--- config.mk ---
export PLATFORM = sky130hd
export DESIGN_NAME = lcm_leaf_mgr
export DESIGN_NICKNAME = d
export VERILOG_FILES = /design/src/rtl/lcm_pkg.sv /design/src/rtl/lcm_req_fifo.sv /design/src/rtl/lcm_cfg_cache.sv /design/src/rtl/lcm_elem_track.sv /design/src/rtl/lcm_leaf_mgr.sv
export SDC_FILE = /design/constraint.sdc
export NUM_CORES = 1
export LEC_CHECK = 0
export CORE_UTILIZATION = 55
export CTS_CLUSTER_DIAMETER = 40
export DETAILED_ROUTE_END_ITERATION = 6
export GPL_TIMING_DRIVEN = 0
export HOLD_SLACK_MARGIN = 0.1
export PLACE_DENSITY = 0.69
export SETUP_SLACK_MARGIN = 0.02
export SLEW_MARGIN = 20
export SYNTH_ARGS = -nofsm -noshare
export SYNTH_HDL_FRONTEND = slang
export SYNTH_SLANG_ARGS = --single-unit
export TNS_END_PERCENT = 30
--- constraint.sdc ---
create_clock -name clk -period 5.79 [get_ports clk]
set_input_delay 1.158 -clock clk [delete_from_list [all_inputs] [get_ports clk]]
set_output_delay 1.158 -clock clk [all_outputs]
set_load 0.05 [all_outputs]
--- src/rtl/lcm_pkg.sv ---
package lcm_pkg;

    typedef enum logic [1:0] {
        OP_LOAD     = 2'd0,
        OP_PREFETCH = 2'd1,
        OP_RELEASE  = 2'd2,
        OP_NONE     = 2'd3
    } lcm_op_e;

    typedef enum logic [2:0] {
        ST_IDLE   = 3'd0,
        ST_LOOKUP = 3'd1,
        ST_FETCH  = 3'd2,
        ST_HEADER = 3'd3,
        ST_FILL   = 3'd4,
        ST_WRITE  = 3'd5
    } lcm_state_e;

endpackage

--- src/rtl/lcm_req_fifo.sv ---
module lcm_req_fifo #(
    parameter int W     = 6,
    parameter int DEPTH = 4,
    localparam int AW   = (DEPTH > 1) ? $clog2(DEPTH) : 1
) (
    input  logic         clk,
    input  logic         rst_n,
    input  logic         push,
    input  logic [W-1:0] din,
    input  logic         pop,
    output logic [W-1:0] dout,
    output logic         empty,
    output logic         full
);
    logic [W-1:0] mem_q [DEPTH];
    logic [AW-1:0] wp_q, rp_q;
    logic [AW:0]   cnt_q;

    assign empty = (cnt_q == '0);
    assign full  = (cnt_q == (AW+1)'(DEPTH));
    assign dout  = mem_q[rp_q];

    always_ff @(posedge clk or negedge rst_n) begin
        if (!rst_n) begin
            wp_q  <= '0;
            rp_q  <= '0;
            cnt_q <= '0;
        end else begin
            if (push) wp_q <= (wp_q == AW'(DEPTH-1)) ? '0 : wp_q + 1'b1;
            if (pop)  rp_q <= (rp_q == AW'(DEPTH-1)) ? '0 : rp_q + 1'b1;
            if (push && !pop)      cnt_q <= cnt_q + 1'b1;
            else if (pop && !push) cnt_q <= cnt_q - 1'b1;
        end
    end

    always_ff @(posedge clk) begin
        if (push) mem_q[wp_q] <= din;
    end

    AST_FIFO_NO_OVERFLOW: assert property (@(posedge clk) disable iff (!rst_n) push |-> !full);
    AST_FIFO_NO_UNDERFLOW: assert property (@(posedge clk) disable iff (!rst_n) pop |-> !empty);

endmodule

--- src/rtl/lcm_cfg_cache.sv ---
module lcm_cfg_cache #(
    parameter int N_ELEM = 4,
    parameter int FIELDS = 4,
    parameter int NSLOT  = 4,
    parameter int ID_W   = 4,
    parameter int DW     = 16,
    localparam int BEATS = N_ELEM * FIELDS,
    localparam int SW    = (NSLOT > 1) ? $clog2(NSLOT) : 1,
    localparam int EW    = (N_ELEM > 1) ? $clog2(N_ELEM) : 1,
    localparam int FW    = (FIELDS > 1) ? $clog2(FIELDS) : 1,
    localparam int BW    = (BEATS > 1) ? $clog2(BEATS) : 1
) (
    input  logic              clk,
    input  logic              rst_n,
    input  logic [ID_W-1:0]   lk_id,
    output logic              lk_hit,
    output logic [SW-1:0]     lk_slot,
    output logic [N_ELEM-1:0] lk_emask,
    input  logic              hdr_we,
    input  logic [SW-1:0]     hdr_slot,
    input  logic [ID_W-1:0]   hdr_id,
    input  logic [DW-1:0]     hdr_word,
    input  logic              dat_we,
    input  logic [SW-1:0]     dat_slot,
    input  logic [BW-1:0]     dat_beat,
    input  logic [DW-1:0]     dat_word,
    input  logic [SW-1:0]     rd_slot,
    input  logic [EW-1:0]     rd_elem,
    input  logic [FW-1:0]     rd_field,
    output logic [DW-1:0]     rd_word,
    output logic              rd_diff,
    output logic [N_ELEM-1:0] rd_emask,
    output logic [FIELDS-1:0] rd_fmask
);
    logic [NSLOT-1:0] vld_q;
    logic [NSLOT-1:0] hit_vec;
    logic [ID_W-1:0]  tag_q [NSLOT];
    logic [DW-1:0]    hdr_q [NSLOT];
    logic [DW-1:0]    dat_q [NSLOT*BEATS];

    for (genvar s = 0; s < NSLOT; s++) begin : g_slot
        assign hit_vec[s] = vld_q[s] && (tag_q[s] == lk_id);

        always_ff @(posedge clk or negedge rst_n) begin
            if (!rst_n) begin
                vld_q[s] <= 1'b0;
                tag_q[s] <= '0;
                hdr_q[s] <= '0;
            end else if (hdr_we && (hdr_slot == SW'(s))) begin
                vld_q[s] <= 1'b1;
                tag_q[s] <= hdr_id;
                hdr_q[s] <= hdr_word;
            end
        end
    end

    always_comb begin
        lk_slot = '0;
        for (int s = 0; s < NSLOT; s++) begin
            if (hit_vec[s]) lk_slot = SW'(s);
        end
    end

    assign lk_hit   = |hit_vec;
    assign lk_emask = hdr_q[lk_slot][N_ELEM-1:0];

    always_ff @(posedge clk) begin
        if (dat_we) dat_q[int'(dat_slot)*BEATS + int'(dat_beat)] <= dat_word;
    end

    assign rd_word  = dat_q[int'(rd_slot)*BEATS + int'(rd_elem)*FIELDS + int'(rd_field)];
    assign rd_diff  = hdr_q[rd_slot][DW-1];
    assign rd_emask = hdr_q[rd_slot][N_ELEM-1:0];
    assign rd_fmask = hdr_q[rd_slot][N_ELEM+FIELDS-1:N_ELEM];

    AST_ONE_TAG_MATCH: assert property (@(posedge clk) disable iff (!rst_n) $onehot0(hit_vec));
    AST_FILL_ONLY_ON_MISS: assert property (@(posedge clk) disable iff (!rst_n) (hdr_we && hdr_id == lk_id) |-> !lk_hit);

endmodule

--- src/rtl/lcm_elem_track.sv ---
module lcm_elem_track #(
    parameter int N_ELEM = 4
) (
    input  logic              clk,
    input  logic              rst_n,
    input  logic [N_ELEM-1:0] set_vec,
    input  logic [N_ELEM-1:0] clr_vec,
    output logic [N_ELEM-1:0] cfgd
);
    for (genvar e = 0; e < N_ELEM; e++) begin : g_elem
        always_ff @(posedge clk or negedge rst_n) begin
            if (!rst_n)          cfgd[e] <= 1'b0;
            else if (set_vec[e]) cfgd[e] <= 1'b1;
            else if (clr_vec[e]) cfgd[e] <= 1'b0;
        end

        AST_RELEASE_FREES: assert property (@(posedge clk) disable iff (!rst_n) (clr_vec[e] && !set_vec[e]) |=> !cfgd[e]);
    end

    AST_SET_ONLY_FREE: assert property (@(posedge clk) disable iff (!rst_n) (set_vec & cfgd) == '0);

endmodule

--- src/rtl/lcm_leaf_mgr.sv ---
module lcm_leaf_mgr
    import lcm_pkg::*;
#(
    parameter int N_ELEM = 4,
    parameter int FIELDS = 4,
    parameter int NSLOT  = 4,
    parameter int QDEPTH = 4,
    parameter int ID_W   = 4,
    parameter int DW     = 16,
    localparam int BEATS = N_ELEM * FIELDS,
    localparam int SW    = (NSLOT > 1) ? $clog2(NSLOT) : 1,
    localparam int EW    = (N_ELEM > 1) ? $clog2(N_ELEM) : 1,
    localparam int FW    = (FIELDS > 1) ? $clog2(FIELDS) : 1,
    localparam int BW    = (BEATS > 1) ? $clog2(BEATS) : 1,
    localparam int QW    = 2 + ID_W
) (
    input  logic              clk,
    input  logic              rst_n,
    input  logic              req_valid,
    input  logic [1:0]        req_op,
    input  logic [ID_W-1:0]   req_id,
    output logic              req_ready,
    input  logic              evt_valid,
    input  logic [1:0]        evt_op,
    input  logic [ID_W-1:0]   evt_id,
    output logic              fetch_req,
    output logic [ID_W-1:0]   fetch_id,
    input  logic              fill_valid,
    input  logic [DW-1:0]     fill_data,
    input  logic [N_ELEM-1:0] rel_evt,
    output logic              cfg_we,
    output logic [EW-1:0]     cfg_elem,
    output logic [FW-1:0]     cfg_field,
    output logic [DW-1:0]     cfg_data,
    output logic              cfg_partial,
    output logic [N_ELEM-1:0] elem_cfgd
);
    lcm_state_e state_q, state_d;
    lcm_op_e    op_q;
    logic [ID_W-1:0] id_q;
    logic [SW-1:0]   slot_q, rr_q;
    logic [EW-1:0]   elem_q;
    logic [FW-1:0]   field_q;
    logic [BW-1:0]   beat_q;

    logic q_push, q_pop, q_empty, q_full;
    logic [QW-1:0] q_din, q_dout;

    logic lk_hit;
    logic [SW-1:0] lk_slot;
    logic [N_ELEM-1:0] lk_emask, rd_emask, set_vec, mgr_clr;
    logic [FIELDS-1:0] rd_fmask;
    logic rd_diff;
    logic [DW-1:0] rd_word;
    logic hdr_we, dat_we, adv_field, adv_elem;
    logic last_field, last_elem, last_beat, tgt_hit, cur_busy;

    assign req_ready = !q_full && !evt_valid;
    assign q_push    = (evt_valid && !q_full) || (req_valid && req_ready);
    assign q_din     = evt_valid ? {evt_op, evt_id} : {req_op, req_id};

    lcm_req_fifo #(.W(QW), .DEPTH(QDEPTH)) u_fifo (
        .clk(clk), .rst_n(rst_n), .push(q_push), .din(q_din), .pop(q_pop),
        .dout(q_dout), .empty(q_empty), .full(q_full)
    );

    lcm_cfg_cache #(.N_ELEM(N_ELEM), .FIELDS(FIELDS), .NSLOT(NSLOT), .ID_W(ID_W), .DW(DW)) u_cache (
        .clk(clk), .rst_n(rst_n),
        .lk_id(id_q), .lk_hit(lk_hit), .lk_slot(lk_slot), .lk_emask(lk_emask),
        .hdr_we(hdr_we), .hdr_slot(slot_q), .hdr_id(id_q), .hdr_word(fill_data),
        .dat_we(dat_we), .dat_slot(slot_q), .dat_beat(beat_q), .dat_word(fill_data),
        .rd_slot(slot_q), .rd_elem(elem_q), .rd_field(field_q),
        .rd_word(rd_word), .rd_diff(rd_diff), .rd_emask(rd_emask), .rd_fmask(rd_fmask)
    );

    lcm_elem_track #(.N_ELEM(N_ELEM)) u_track (
        .clk(clk), .rst_n(rst_n), .set_vec(set_vec), .clr_vec(rel_evt | mgr_clr), .cfgd(elem_cfgd)
    );

    assign last_field = (field_q == FW'(FIELDS-1));
    assign last_elem  = (elem_q == EW'(N_ELEM-1));
    assign last_beat  = (beat_q == BW'(BEATS-1));
    assign tgt_hit    = rd_emask[elem_q];
    assign cur_busy   = elem_cfgd[elem_q];

    // state register
    always_ff @(posedge clk or negedge rst_n) begin
        if (!rst_n) state_q <= ST_IDLE;
        else        state_q <= state_d;
    end

    // next state
    always_comb begin
        state_d = state_q;
        unique case (state_q)
            ST_IDLE:   if (!q_empty) state_d = ST_LOOKUP;
            ST_LOOKUP: begin
                unique case (op_q)
                    OP_LOAD:     state_d = lk_hit ? ST_WRITE : ST_FETCH;
                    OP_PREFETCH: state_d = lk_hit ? ST_IDLE : ST_FETCH;
                    default:     state_d = ST_IDLE;
                endcase
            end
            ST_FETCH:  state_d = ST_HEADER;
            ST_HEADER: if (fill_valid) state_d = ST_FILL;
            ST_FILL:   if (fill_valid && last_beat) state_d = (op_q == OP_LOAD) ? ST_WRITE : ST_IDLE;
            ST_WRITE:  if (adv_elem && last_elem) state_d = ST_IDLE;
            default:   state_d = ST_IDLE;
        endcase
    end

    // outputs and strobes
    always_comb begin
        q_pop     = 1'b0;
        cfg_we    = 1'b0;
        set_vec   = '0;
        mgr_clr   = '0;
        adv_field = 1'b0;
        adv_elem  = 1'b0;
        hdr_we    = 1'b0;
        dat_we    = 1'b0;
        fetch_req = 1'b0;
        unique case (state_q)
            ST_IDLE:   q_pop = !q_empty;
            ST_LOOKUP: if (op_q == OP_RELEASE && lk_hit) mgr_clr = lk_emask;
            ST_FETCH:  fetch_req = 1'b1;
            ST_HEADER: hdr_we = fill_valid;
            ST_FILL:   dat_we = fill_valid;
            ST_WRITE: begin
                if (!tgt_hit) begin
                    adv_elem = 1'b1;
                end else if (!rd_diff) begin
                    if (!cur_busy) begin
                        cfg_we = 1'b1;
                        if (last_field) begin
                            set_vec[elem_q] = 1'b1;
                            adv_elem = 1'b1;
                        end else begin
                            adv_field = 1'b1;
                        end
                    end
                end else if (!cur_busy) begin
                    adv_elem = 1'b1;
                end else begin
                    cfg_we = rd_fmask[field_q];
                    if (last_field) adv_elem = 1'b1;
                    else            adv_field = 1'b1;
                end
            end
            default: ;
        endcase
    end

    assign fetch_id    = id_q;
    assign cfg_elem    = elem_q;
    assign cfg_field   = field_q;
    assign cfg_data    = rd_word;
    assign cfg_partial = cfg_we && rd_diff;

    // datapath registers
    always_ff @(posedge clk or negedge rst_n) begin
        if (!rst_n) begin
            op_q    <= OP_NONE;
            id_q    <= '0;
            slot_q  <= '0;
            rr_q    <= '0;
            elem_q  <= '0;
            field_q <= '0;
            beat_q  <= '0;
        end else begin
            unique case (state_q)
                ST_IDLE: if (q_pop) begin
                    op_q <= lcm_op_e'(q_dout[QW-1:ID_W]);
                    id_q <= q_dout[ID_W-1:0];
                end
                ST_LOOKUP: begin
                    if (lk_hit) slot_q <= lk_slot;
                    elem_q  <= '0;
                    field_q <= '0;
                end
                ST_FETCH: begin
                    slot_q <= rr_q;
                    rr_q   <= (rr_q == SW'(NSLOT-1)) ? '0 : rr_q + 1'b1;
                end
                ST_HEADER: beat_q <= '0;
                ST_FILL:   if (fill_valid) beat_q <= beat_q + 1'b1;
                ST_WRITE: begin
                    if (adv_elem) begin
                        field_q <= '0;
                        elem_q  <= elem_q + 1'b1;
                    end else if (adv_field) begin
                        field_q <= field_q + 1'b1;
                    end
                end
                default: ;
            endcase
        end
    end

    AST_FULL_TO_FREE: assert property (@(posedge clk) disable iff (!rst_n) (cfg_we && !cfg_partial) |-> !elem_cfgd[cfg_elem]);
    AST_DIFF_TO_CFGD: assert property (@(posedge clk) disable iff (!rst_n) (cfg_we && cfg_partial) |-> elem_cfgd[cfg_elem]);
    AST_CFGD_AFTER_LAST: assert property (@(posedge clk) disable iff (!rst_n) (cfg_we && !cfg_partial && cfg_field == FW'(FIELDS-1)) |=> elem_cfgd[$past(cfg_elem)]);
    AST_FETCH_PULSE: assert property (@(posedge clk) disable iff (!rst_n) fetch_req |=> !fetch_req);
    AST_WRITE_ONLY_LOAD: assert property (@(posedge clk) disable iff (!rst_n) cfg_we |-> (op_q == OP_LOAD));

endmodule

# After elaboration in Yosys (flattened, before gate mapping)
# Memory sizes are Yosys's and may differ from the RTL's. A register that Yosys moved wholly into a read port is not among the register bits.
# Index checks and enable logic that the tools add are counted.
dict set report totals {
  ff_bits 110
  latchBits 0
  ram_bits 1048
  romBits 0
  input_bits 37
  wordCells 200
  mem_count 2
}
dict set report classes {
  n_addsub 11
  n_mul 0
  div_mod_pow 0
  magnitude_cmp 5
  eq_ne 29
  shift 0
  muxes 81
  bitwise_logic 3
  n_reduce_logical 44
}
# name words width read_ports rd_clocked_by_memory_dff write_ports line_no
set mem_list {}
lappend mem_list {u_cache.dat_q 64 16 1 0 1 lcm_cfg_cache.sv:39} ;# logic [DW-1:0] dat_q [NSLOT*BEATS];
lappend mem_list {u_fifo.mem_q 4 6 1 1 1 lcm_req_fifo.sv:15} ;# logic [W-1:0] mem_q [DEPTH];
# operator n
set ops {}
lappend ops {{16-bit binary-select mux with 2-bit select} 2}
lappend ops {{4-bit 2-to-1 mux} 10}
lappend ops {{1-bit 2-to-1 mux} 38}
lappend ops {{16-bit 2-to-1 mux} 2}
lappend ops {{3-bit 2-to-1 mux} 8}
lappend ops {{2-bit 2-to-1 mux} 10}
lappend ops {{1-bit logical AND} 18}
lappend ops {{3-bit case mux with 6 select lines} 1}
lappend ops {{2-bit == test, second input constant} 8}
lappend ops {{4-bit == test} 4}
lappend ops {{2-bit nonzero test} 8}
lappend ops {{2-bit inequality test, second input constant} 7}
lappend ops {{6-bit by 4-bit adder with 6-bit output} 2}
lappend ops {{2-bit case mux with 2 select lines} 3}
lappend ops {{2-bit by 1-bit adder with 2-bit output, second input constant} 5}
lappend ops {{2-bit AND reduction} 5}
lappend ops {{3-bit == test, second input constant} 3}
lappend ops {{4-bit case mux with 2 select lines} 1}
lappend ops {{6-bit by 3-bit adder with 6-bit output} 1}
lappend ops {{1-bit binary-select mux with 2-bit select} 3}
lappend ops {{3-bit by 2-bit == test with 1-bit output, second input constant} 2}
lappend ops {{3-bit >= comparator, second input constant} 2}
lappend ops {{1-bit logical NOT} 6}
lappend ops {{3-bit logical NOT} 2}
lappend ops {{other kinds (18)} 22}

# Depth between registers and ports, before layout
dict set report logic_depth {
  depth_word 14
  ltp_mapped 9
  ltp_nobuf 9
}

# By module
# Synthesis repeated with hierarchy kept, for this count alone.
dict set report hier_totals {
  hier_cells 2196
  area_unflattened_um2 44938.1
}
# mod instances cells_per_inst area_per_inst_um2 seq_area_each_um2
set by_module_without_submodules {}
lappend by_module_without_submodules {lcm_cfg_cache 1 1965 42029.1 32150.8}
lappend by_module_without_submodules {lcm_leaf_mgr 1 150 1481.4 528.0}
lappend by_module_without_submodules {lcm_req_fifo 1 69 1282.5 895.9}
lappend by_module_without_submodules {lcm_elem_track 1 12 145.1 100.1}

# Worst setup path after synthesis
# Ideal clock, no wire load.
dict set report synth_timing {
  path_type {register to output}
  startpoint {reg field_q[1] (netlist: cfg_field[1])}
  endpoint {out cfg_partial}
  arrival_time_ns 2.916
  path_slack_ns 1.716
  path_stages_with_launch 7
  path_cell_list {dfrtp_1 -> clkbuf_1 -> clkbuf_1 -> buf_1 -> mux4_2 -> nand3_1 -> nor3_1}
}
dict set report synth_between {
  elab_chain_cells 7
}
# item line_no
set synth_lines {}
lappend synth_lines {{from (decl)} lcm_leaf_mgr.sv:43} ;# logic [FW-1:0] field_q;
lappend synth_lines {{from (signal assigned)} lcm_leaf_mgr.sv:192} ;# field_q <= field_q + 1'b1;
lappend synth_lines {{1-bit binary-select mux with 2-bit select} lcm_leaf_mgr.sv:145} ;# cfg_we = rd_fmask[field_q];
lappend synth_lines {{1-bit 2-to-1 mux (implied by the code)} lcm_leaf_mgr.sv:145}
lappend synth_lines {{1-bit 2-to-1 mux} lcm_leaf_mgr.sv:142} ;# end else if (!cur_busy) begin
lappend synth_lines {{1-bit 2-to-1 mux} lcm_leaf_mgr.sv:132} ;# end else if (!rd_diff) begin
lappend synth_lines {{1-bit 2-to-1 mux} lcm_leaf_mgr.sv:130} ;# if (!tgt_hit) begin
lappend synth_lines {{1-bit 2-to-1 mux} lcm_leaf_mgr.sv:123} ;# unique case (state_q)
lappend synth_lines {{1-bit logical AND} lcm_leaf_mgr.sv:158} ;# assign cfg_partial = cfg_we && rd_diff;
lappend synth_lines {{to (decl)} lcm_leaf_mgr.sv:35} ;# output logic cfg_partial,
# No other way between the ends. The select of a mux whose other input is x is not followed.

# Worst setup path in the final report
dict set report layout_timing {
  startpoint {reg field_q[1] (netlist: cfg_field[1])}
  endpoint {out cfg_data[3]}
}
dict set report layout_between {
  elab_chain_cells 2
}
# item line_no
set layout_lines {}
lappend layout_lines {{6-bit by 3-bit adder with 6-bit output} lcm_cfg_cache.sv:71} ;# assign rd_word = dat_q[int'(rd_slot)*BEATS + int'(rd_elem)*FIELDS + int'(rd_field)];
lappend layout_lines {{memory read 64 x 16 bit} n/a}
lappend layout_lines {{to (decl)} lcm_leaf_mgr.sv:34} ;# output logic [DW-1:0] cfg_data,
# No other way between the ends.

==> impl_metrics.tcl <==
set metrics [dict create \
    status "finished clean" \
    ys_seq_area_share_pct 75.7 \
    yosysTopAreaCellShare_pct 70.7 \
    clk_transition_reported_paths_ps 60 \
    combPwrFrac_pct 25.7 \
    grt_pass1_wl_um 150000 \
    cts_tree "done" \
    layout.nets 2317 \
    ys_top_cells_by_count "1,048 x edfxtp_1, 335 x mux4_2, 88 x nor2_1, 86 x dfrtp_1, 66 x mux2_2" \
    p_leak_nw 16.8 \
    seqPwrFrac_pct 39.6 \
    vdd_drop_max_mv 0.342 \
    crit_family "buffers and inverters" \
    start_util_pct 56.0 \
    first_pass_iters 7 \
    yosys-top-cells-area "edfxtp_1 71%, mux4_2 17%, dfrtp_1 4.8%" \
    clkLatencyLatePin_ps 720 \
    viasPerCell 6.35 \
    tightest_slew_ps 1100 \
    required_ps 4630 \
    cts_buffers 135 \
    detailroute.via_count 21776 \
    maxSlewViolCount 0 \
    switchingPower_mw 7.14 \
    first_iter_violations 2294 \
    dieWidth_um 286 \
    cp_max_fo 10 \
    synth_edf_count 1048 \
    worst_path_max_delay_cell "clkdlybuf4s50_1" \
    slowest_delay_ps 770 \
    syn_area_um2 44500 \
    antenna_left 0 \
    fmaxAchievable_mhz 176 \
    synth_top_area_cell "edfxtp_1" \
    hold_path_end "u_cache.vld_q[3]" \
    netlist_instances 1989 \
    period_needed_ps 5700 \
    grt_max_degree 69 \
    seqCellArea_um2 33700 \
    rr_endpoint "u_cache.dat_q[14][1]" \
    whs_path_depth 1 \
    boundaryPins 69 \
    synth_nets 2040 \
    switching_share_pct 29.9 \
    finClkSkew_ps 22.0 \
    finalHoldViolations 0 \
    gp_congestion 0.915 \
    dpl.cell_count 3179 \
    core_um2 79500 \
    post_dp_cell_area_um2 47600 \
    clkSinkCount 1136 \
    cts_root_buffer "clkbuf_16" \
    rsz0062_at_grt "yes" \
    r2r_slack_ps 2190 \
    antenna_found_initial 10 \
    ys_seq_elements 1136 \
    wirelength_um 103000 \
    first_global_vias 21967 \
    synth.avg_cell_area_um2 22.4 \
    relSlewSlack_pct 26.5 \
    yosysUniqueCellTypes 56 \
    htreeDepth 4 \
    syn_to_final_growth_pct 17.0 \
    pwr-share-clk_pct 34.6 \
    wl_per_cell_um 30.1 \
    ys.warnings.count 0 \
    drv_cap 0 \
    rr_worst_depth 7 \
    crit_chain "clkbuf_2 -> clkbuf_2 -> clkdlybuf4s15_2 -> mux4_2 -> mux4_2 -> a22oi_1 -> nand2_1 -> clkdlybuf4s50_1" \
    port_buffers 67 \
    endpoint_kind "primary output" \
    fin_area_um2 52100 \
    multi_input_area_um2 10500 \
    drive_above_1_share_pct 35.5 \
    hold_buffers 0 \
    startpoint_type "register" \
    cts_buffer_depth 3 \
    p_int_mw 16.8 \
    hp-class "register to register" \
    fin_tns_setup_ps 0 \
    finalSetupViolations 0 \
    nFillCells 4981 \
    die_y_um 286 \
    drc_errors 0 \
    worstSetupPathType "register to primary output" \
    dp_hpwl_um 67200 \
    r2r-start "state_q[2]" \
    grtUsageTotal_pct 25.9 \
    synth-main-ff-cell "edfxtp_1" \
    pwr_density_cell_nw_per_um2 460 \
    async_reset_ff_share_pct 7.75 \
    arrival_ps 4540 \
    instances_no_fill 3428 \
    hold_start "u_cache.vld_q[3]" \
    synth.most_common_cell "edfxtp_1" \
    grt_overflow_total 0 \
    min_period_over_period_pct 98.4 \
    die_area_um2 82100 \
    cp_num_buf_inv 4 \
    rows 103 \
]
[registers in the layout (all words and copies together) (netlist names)]
signal	count
u_fifo.rp_q	2
fetch_id	4
u_fifo.mem_q	24
u_cache.vld_q	4
state_q	3
slot_q	2
op_q	2
cfg_field	2
beat_q	4
u_fifo.wp_q	2
u_track.cfgd	4
cfg_elem	2
u_fifo.cnt_q	3
rr_q	2
u_cache.tag_q	16
u_cache.dat_q	1024
u_cache.hdr_q	36
[worst max-delay path by stage]
stage / start / to / depth (start not counted) / slack, ps
after floorplan: cfg_field[1] / cfg_partial / 6 / 1720
after global placement: cfg_field[1] / cfg_data[1] / 8 / 240
after detailed placement: cfg_field[1] / cfg_data[1] / 8 / 240
after CTS: cfg_elem[1] / cfg_data[8] / 7 / 50
after global routing: cfg_field[1] / cfg_data[1] / 8 / 7
final: cfg_field[1] / cfg_data[3] / 8 / 90
[logic make-up (layout without fill, tap and decap cells)]
kind of cell | after synthesis | in the layout | share of synthesized area [%]
AO/OA/AOI/OAI | 87 | 87 | 1.50
XOR/XNOR | 17 | 17 | 0.335
adder cells (fa/ha/maj) | 15 | 15 | 0.433
buffers and inverters | 116 | 502 | 1.20
flip-flops | 1136 | 1136 | 75.7
multiplexers | 405 | 405 | 18.7
other | 0 | 3 | 0
AND/OR/NAND/NOR | 213 | 213 | 2.16
[stage by stage]
step	setup WS [ps]	util [%]	power [mW]	hold WS, ps
after floorplan	1720	-	13.7	439
after global placement	240	58.5	15.6	453
after detailed placement	238	59.8	15.8	462
after CTS	52.7	65.4	24.0	473
after global routing	6.93	65.5	24.7	491
final	93.8	65.5	23.9	471
[worst reg2reg max path, delay by kind of cell, from the launching register on]
family	cells	cell delay, ps
flops	1	350
buf+inv	3	930
simple gates	4	2020
[layer usage]
| metal | routed length (um) | track usage, % | share of wire (%) |
|---|---|---|---|
| met5 | 24 | 0 | 0.023 |
| met4 | 3010 | 8.53 | 2.9 |
| met3 | 8970 | 6.18 | 8.7 |
| met2 | 50800 | 41.4 | 49 |
| met1 | 40200 | 35.4 | 39 |
[power groups by stage]
stage          registers, mW  logic (mW)  clock network (mW)
2_1_floorplan           9.67        3.98                   0
3_3_place_gp            9.65        5.96                   0
3_5_place_dp            9.65        6.12                   0
4_1_cts                 9.48        6.15                8.37
5_1_grt                 9.52        6.45                8.71
6_report                9.49        6.16                8.28
[timing repair]
item,4_1_cts,5_1_grt
setup buffers,0,0
setup endpoints to repair,16,16
endpoints found under the hold margin,0,0
resized for setup,21,9
[cells in the final DEF, fill, tap and decap left out, drive strengths merged, types with 5 or more instances in the layout]
cell           count
inv               29
clkinvlp          11
a21oi              8
clkdlybuf4s50     49
dfrtp             86
nor2              88
buf              142
ha                13
edfxtp          1048
nand2             55
nand2b             9
a22oi             33
a2bb2oi            5
mux4             335
clkinv            47
bufinv            10
o21ai              8
or2                6
clkbuf           211
mux2              66
nor3               9
xnor2              7
and3               5
and2               8
nor2b             14
xor2              10
nand3             11
[final cells by class]
class	instances	area share [%]
Clock inverter	89	1.72
Tap cell	1050	2.52
Buffer	108	1.05
Sequential cell	1136	64.7
Antenna cell	3	0.0144
Clock buffer	157	6.77
Multi-Input combinational cell	737	20.1
Inverter	8	0.0577
Timing Repair Buffer	140	3.08
Note: power is estimated with default switching activity, not from simulation.
